[config.mk]
export PLATFORM = sky130hd
export DESIGN_NAME = axi_id_filter
export DESIGN_NICKNAME = d
export VERILOG_FILES = /design/src/rtl/axi_id_filter.sv
export SDC_FILE = /design/constraint.sdc
export NUM_CORES = 1
export LEC_CHECK = 0
export ABC_AREA = 1
export BUFFER_PORTS_ARGS = -buffer_cell sky130_fd_sc_hd__buf_4
export CORE_MARGIN = 2
export CORE_UTILIZATION = 42
export CTS_CLUSTER_SIZE = 20
export DETAILED_ROUTE_END_ITERATION = 8
export GPL_ROUTABILITY_DRIVEN = 0
export PLACE_DENSITY = 0.78
export SLEW_MARGIN = 15
export SYNTH_ARGS = -nofsm -noshare
export SYNTH_HDL_FRONTEND = slang
export SYNTH_SLANG_ARGS = --single-unit
[constraint.sdc]
create_clock -name clk -period 1.01 [get_ports clk]
set_clock_uncertainty 0.2 [all_clocks]
set_input_delay 0 -clock clk [delete_from_list [all_inputs] [get_ports clk]]
set_output_delay 0 -clock clk [all_outputs]
set_load 0.05 [all_outputs]
[src/rtl/axi_id_filter.sv]
`timescale 1ns/1ps
module axi_id_filter #(
  parameter int ID_W      = 18,
  parameter int DATA_W    = 32,
  parameter int CNT_W     = 8,
  parameter int FILT_CODE = 73,
  parameter int RD_CNT    = 2,
  parameter int WR_CNT    = 3,
  parameter int BEAT_CNT  = 4
) (
  input  logic              clk,
  input  logic              rst_n,
  input  logic              cfg_we,
  input  logic              cfg_sel,
  input  logic [DATA_W-1:0] cfg_wdata,
  output logic [DATA_W-1:0] cfg_rdata,
  input  logic              prog_valid,
  input  logic [CNT_W-1:0]  prog_counter,
  input  logic [CNT_W-1:0]  prog_code,
  input  logic              ar_valid,
  input  logic              ar_ready,
  input  logic [ID_W-1:0]   ar_id,
  input  logic              aw_valid,
  input  logic              aw_ready,
  input  logic [ID_W-1:0]   aw_id,
  input  logic              r_valid,
  input  logic              r_ready,
  input  logic [ID_W-1:0]   r_id,
  output logic              rd_txn_hit,
  output logic              wr_txn_hit,
  output logic              rd_beat_hit
);
  localparam int BIT_RD   = DATA_W - 1;
  localparam int BIT_WR   = DATA_W - 2;
  localparam int BIT_BEAT = DATA_W - 3;
  localparam int PAD_A    = DATA_W - 3 - ID_W;
  localparam int PAD_B    = DATA_W - ID_W;

  logic [ID_W-1:0] id_mask, id_match;
  logic            en_rd, en_wr, en_beat;
  logic [ID_W-1:0] id_mask_d, id_match_d;
  logic            en_rd_d, en_wr_d, en_beat_d;

  logic wr_word0, wr_word1, filt_evt;
  assign wr_word0 = cfg_we && !cfg_sel;
  assign wr_word1 = cfg_we && cfg_sel;
  assign filt_evt = (prog_code == CNT_W'(FILT_CODE));

  always_comb begin
    id_mask_d  = wr_word0 ? cfg_wdata[ID_W-1:0] : id_mask;
    id_match_d = wr_word1 ? cfg_wdata[ID_W-1:0] : id_match;
    en_rd_d    = wr_word0 ? cfg_wdata[BIT_RD]   : en_rd;
    en_wr_d    = wr_word0 ? cfg_wdata[BIT_WR]   : en_wr;
    en_beat_d  = wr_word0 ? cfg_wdata[BIT_BEAT] : en_beat;
    if (prog_valid) begin
      if (prog_counter == CNT_W'(RD_CNT))   en_rd_d   = filt_evt;
      if (prog_counter == CNT_W'(WR_CNT))   en_wr_d   = filt_evt;
      if (prog_counter == CNT_W'(BEAT_CNT)) en_beat_d = filt_evt;
    end
  end

  always_ff @(posedge clk) begin
    if (!rst_n) begin
      id_mask  <= '0;
      id_match <= '0;
      en_rd    <= 1'b0;
      en_wr    <= 1'b0;
      en_beat  <= 1'b0;
    end else begin
      id_mask  <= id_mask_d;
      id_match <= id_match_d;
      en_rd    <= en_rd_d;
      en_wr    <= en_wr_d;
      en_beat  <= en_beat_d;
    end
  end

  function automatic logic id_ok(input logic [ID_W-1:0] id,
                                 input logic [ID_W-1:0] ref_id,
                                 input logic [ID_W-1:0] msk);
    return ((id ^ ref_id) & msk) == '0;
  endfunction

  assign rd_txn_hit  = en_rd   && ar_valid && ar_ready && id_ok(ar_id, id_match, id_mask);
  assign wr_txn_hit  = en_wr   && aw_valid && aw_ready && id_ok(aw_id, id_match, id_mask);
  assign rd_beat_hit = en_beat && r_valid  && r_ready  && id_ok(r_id,  id_match, id_mask);

  assign cfg_rdata = cfg_sel ? {{PAD_B{1'b0}}, id_match}
                             : {en_rd, en_wr, en_beat, {PAD_A{1'b0}}, id_mask};
endmodule

# == After elaboration in Yosys (flattened, before gate mapping) ==
# Cells that the tools add are included.
# totals
register_bits,39
elab_cells,40
output_inout_bits,35
inputBits,113
# op_classes
eq_ne,4
n_bitwise,6
n_mux,10
n_reduce_logical,15
# ops
operator,n
18-bit AND,3
18-bit logical NOT,3
18-bit XOR,3
32-bit 2-to-1 mux,1
"8-bit by 2-bit == test with 1-bit output, second input constant",2
1-bit logical AND,11
1-bit 2-to-1 mux,9
"8-bit by 3-bit == test with 1-bit output, second input constant",1
"8-bit by 7-bit == test with 1-bit output, second input constant",1
1-bit logical NOT,1

# == Longest topological paths before layout ==
# depth
ltp_word,5
ltp_mapped,9
ltp_nobuf,9

# == Least setup slack after synthesis ==
# OpenSTA, ideal clock, no wires.
# synth_timing
path_kind,flip-flop to output port
from,register id_match[10]
to,output port cfg_rdata[10]
t_arrival_ps,1559
path_stages_with_launch,3
n_path_buf,0
path_slack_ps,-749
required_ps,810
path_cell_list,dfxtp_1 inv_1 o21ai_0
# synth_via
elab_chain_len,1
# synth_rtl
item,line_no,rtl
from (decl),39,"logic [ID_W-1:0] id_mask, id_match;"
from (signal assigned),71,id_match <= id_match_d;
32-bit 2-to-1 mux,88,"assign cfg_rdata = cfg_sel ? {{PAD_B{1'b0}}, id_match}"
to (decl),16,"output logic [DATA_W-1:0] cfg_rdata,"
# No other way between the ends.

# == Worst setup path after layout ==
# layout_timing
from,register id_match[15]
to,output port rd_beat_hit
# layout_via
elab_chain_len,4
# layout_rtl
item,line_no,rtl
18-bit XOR,81,return ((id ^ ref_id) & msk) == '0;
18-bit AND,81,
18-bit logical NOT,81,
1-bit logical AND,86,"assign rd_beat_hit = en_beat && r_valid && r_ready && id_ok(r_id, id_match, id_mask);"
to (decl),31,output logic rd_beat_hit
# No other way between the ends.

==> results list <==
* Count of endpoints failing hold in the final timing report: 39
- The placed instances occupy a cell area of 4292 sq um.
- After synthesis, flip-flops and latches occupy around 27% of the total area.
- Dividing the detail-routed wire length by the instance count gives between 10 and 15 um.
- Counting along the longest clock path gives a buffer depth of 2.
- Setup Crit Path Kind: reg -> out
* Commonest register cell after synthesis: sky130_fd_sc_hd__dfxtp_1
- H-tree levels: 2
- Counting cells, the worst reg-to-reg path comes to 7.
- Num CTS Buffers: 5
- Critical path launch point type: register
* Vias per Instance: slightly above 5
* Number of buffer cells added on primary ports: 125
- Overall via count from detail_route: just under 4k
- Number of warning messages in the yosys log: 0
- In this run the static leakage power is 2.489 nW.
* Nets: around 810
- Worst path required time: ~0.81 ns
- STA puts the critical path data arrival time at 1.53 ns.
- Worst R2R End: en_beat
- Pwr Density: about 1000 nW/um^2
- Upper clock frequency limit: approximately 580 MHz
- Initial antenna violation count: 0
- In this run the vertical extent of the chip is 86.36 um.
- Leading post-synthesis cells by cell area: sky130_fd_sc_hd__dfxtp_1, sky130_fd_sc_hd__nand2_1, sky130_fd_sc_hd__nor2_1
- Layout cell share with drive strength beyond 1: 43.58%
- The final reports fail on negative hold slack, negative setup slack.
- Hold-critical path depth: 5
* Total track usage: 26.18%
- Of all flip-flops after synthesis, the portion carrying an async set or reset was 0%.
- In this run the cell area of the synthesized design comes to about 2800 sq um.
- Post-synthesis cell type with the largest combined area: sky130_fd_sc_hd__dfxtp_1
- Row generation in the floorplan step produced 30 rows.
- The tightest min-delay check is of the in -> reg type.
* Result of the run: finished, violations left
* Root buffer cell: sky130_fd_sc_hd__clkbuf_8
- The clock network accounts for 29.5% of the total power.
- The via count of the first global-routing pass was approximately 3.8k.
- Across the VDD grid, the largest voltage drop is about 730 uV.
- Overall die area: between 7000 and 8000 sq um
- Hold repair after CTS inserted 21 buffers.
* Synthesized area per cell: ~5.6 sq um
- The setup check on the worst reg-to-reg path leaves a slack of -0.09 ns.
* Switching power as a share of total power: 33.51%
* Remaining global-route overflow: 0
- Final design area excluding fillers: ~5100 sq um
- Overall routed net length: roughly 10000 um
- Source-to-sink clock delay at the later pin of the worst-skew pair: approximately 0.30 ns
- Synth top area share: 27.40%
- Maximum capacitance violations: 0
* Share of power burned in combinational logic: a little under two fifths
- The worst setup path is captured at a primary output.
* Part of the total power dissipated in sequential elements: between 30 and 40%
- Setup TNS: -7.784 ns
- The pre-antenna-repair detailed-routing pass consisted of 4 iterations.
- The worst register-to-register path begins at en_beat.
- Synth cell count leaders: sky130_fd_sc_hd__nand2_1, sky130_fd_sc_hd__nor2_1, sky130_fd_sc_hd__inv_1
- Synthesized instance count: roughly 500
- The number of antenna diodes in the final layout is 0.
- The number of different library cells used by synthesis comes to 20.
* Core region area: 6681 sq um
- The detailed router finished its first iteration with 158 violations.
* Top Ports: approximately 150
* Most common cell in the synthesized netlist: sky130_fd_sc_hd__nand2_1
- Setup-violating endpoint count in the final report: 27
- Wire length of the first global-routing pass: roughly 16000 um
- Clock-pin slew was measured on the worst setup and hold paths at ~0.080 ns.
- Period minus WS final: roughly 1.7 ns
* Number of clock sinks seen by CTS: 39
* Final worst hold slack: -0.1164 ns
* Unrepaired setup endpoints after global routing: yes
* Power Internal: approximately 3.5 mW
- Final HPWL DP: 7202 um
* Total of flip-flops plus latches after synthesis: 39
- Initial cell density of the core: 42.64%
- The path with the worst hold slack has its endpoint at en_beat.
- Area overhead of the layout relative to synthesis: 80.59%
- Worst Hold Launch: prog_code[5]
- Summed over all nets, the switching power comes to 1.785 mW.
- The synthesized design contains 0 enable-type register cells.
- Clock tree from TritonCTS: done
* Final slew viol count: 0
- Setup slack of the critical path after layout: -0.7176 ns
- Worst-path fanout max: 4
- Die X: 86.36 um
- DRC violation count after routing: 0
- Final cycle utilization of the critical path: 171.0%
- In this run the remaining antenna-violating nets after routing total 0.
* Pin count of the biggest net entering global routing: 40
## power by group through the flow
stage | clock, mW | combinational (mW) | sequential (mW)
final | 1.57 | 1.98 | 1.77
after global routing | 1.64 | 2.15 | 1.79
after CTS | 1.58 | 1.89 | 1.77
after detailed placement | 0 | 1.67 | 1.79
after global placement | 0 | 1.63 | 1.78
after floorplan | 0 | 0.997 | 1.77
## registers in the layout, summed over array words and instances, names as in the netlist
signal    flops
id_mask      18
id_match     18
en_beat       1
en_rd         1
en_wr         1
## logic make-up (layout without fill, tap and decap cells)
kind of cell    Yosys count  count (layout)  synth area share (%)
buf+inv                  86             260                 13.92
simple gates            302             302                 44.22
compound gates           81              81                 14.32
flops                    39              39                 27.40
other cells               1              11                0.1316
## area by class of cell
class,count,area [sq um]
timing repair buffer,192,1729
sequential,39,875.8
inverter,60,242.7
fill,489,1536
tap,80,100.1
multi-input combinational,394,2064
clock inverter,2,60.06
clock buffer,6,72.57
## per-stage QoR
step | worst slack (ns) | hold WS, ns | cells | power (mW) | util (%)
floorplan | -0.2508 | -0.03332 | 519 | 2.768 | -
global placement | -0.4861 | 0.05964 | 736 | 3.410 | 64.23
detailed placement | -0.5033 | 0.06354 | 736 | 3.462 | 64.23
CTS | -0.6815 | -0.1391 | 768 | 5.248 | 74.55
global route | -0.7806 | -0.08512 | 773 | 5.579 | 77.00
finish | -0.7176 | -0.1164 | 773 | 5.327 | 77.00
## cell usage in the layout, fill, tap and decap left out, types with 9 or more instances in the layout
master,n
sky130_fd_sc_hd__conb_1,11
sky130_fd_sc_hd__nand2_2,9
sky130_fd_sc_hd__nand3_1,50
sky130_fd_sc_hd__nor2_1,56
sky130_fd_sc_hd__buf_4,123
sky130_fd_sc_hd__or2_1,18
sky130_fd_sc_hd__nand2_1,137
sky130_fd_sc_hd__a21oi_1,20
sky130_fd_sc_hd__dfxtp_4,19
sky130_fd_sc_hd__inv_2,18
sky130_fd_sc_hd__dfxtp_2,19
sky130_fd_sc_hd__buf_6,40
sky130_fd_sc_hd__dlygate4sd3_1,20
sky130_fd_sc_hd__nor2_2,13
sky130_fd_sc_hd__o21ai_0,35
sky130_fd_sc_hd__o21ai_4,15
sky130_fd_sc_hd__inv_1,35
## repair_timing
item                       CTS  global route
gates resized for setup    125            48
hold endpoints to repair    39            39
setup endpoints to repair   27            28
setup buffers                9             9
pin swaps                   16            30
cloned                       0             0
## layer usage
layer / GRT usage, % / vias to the layer above / part of all wire [%]
li1: - / 1951 / -
met1: 29.43 / 1789 / 40
met2: 48.81 / 136 / 52
met3: 4.381 / 24 / 4.9
met4: 10.23 / 0 / 2.6
met5: 0 / - / 0
## worst max path at each step
| stage | startpoint | to | slack (ns) | cells after the start |
|---|---|---|---|---|
| 2_1_floorplan | id_match[16] | rd_txn_hit | -0.25 | 6 |
| 3_3_place_gp | id_match[4] | wr_txn_hit | -0.49 | 8 |
| 3_5_place_dp | id_match[4] | wr_txn_hit | -0.50 | 8 |
| 4_1_cts | id_match[11] | rd_txn_hit | -0.68 | 7 |
| 5_1_grt | id_match[4] | rd_beat_hit | -0.78 | 8 |
| 6_report | id_match[15] | rd_beat_hit | -0.72 | 8 |
## worst max-delay path: stages, from the launching register on
cell and delay (ns):
sky130_fd_sc_hd__dfxtp_2 0.35, sky130_fd_sc_hd__inv_2 0.09, sky130_fd_sc_hd__nand2_1 0.06, sky130_fd_sc_hd__nand3_1 0.06, sky130_fd_sc_hd__nand2_1 0.08, sky130_fd_sc_hd__nor2_2 0.16, sky130_fd_sc_hd__nand3_2 0.12, sky130_fd_sc_hd__nor2_4 0.14
sky130_fd_sc_hd__buf_6 0.16
(Power assumes the default switching activity.)
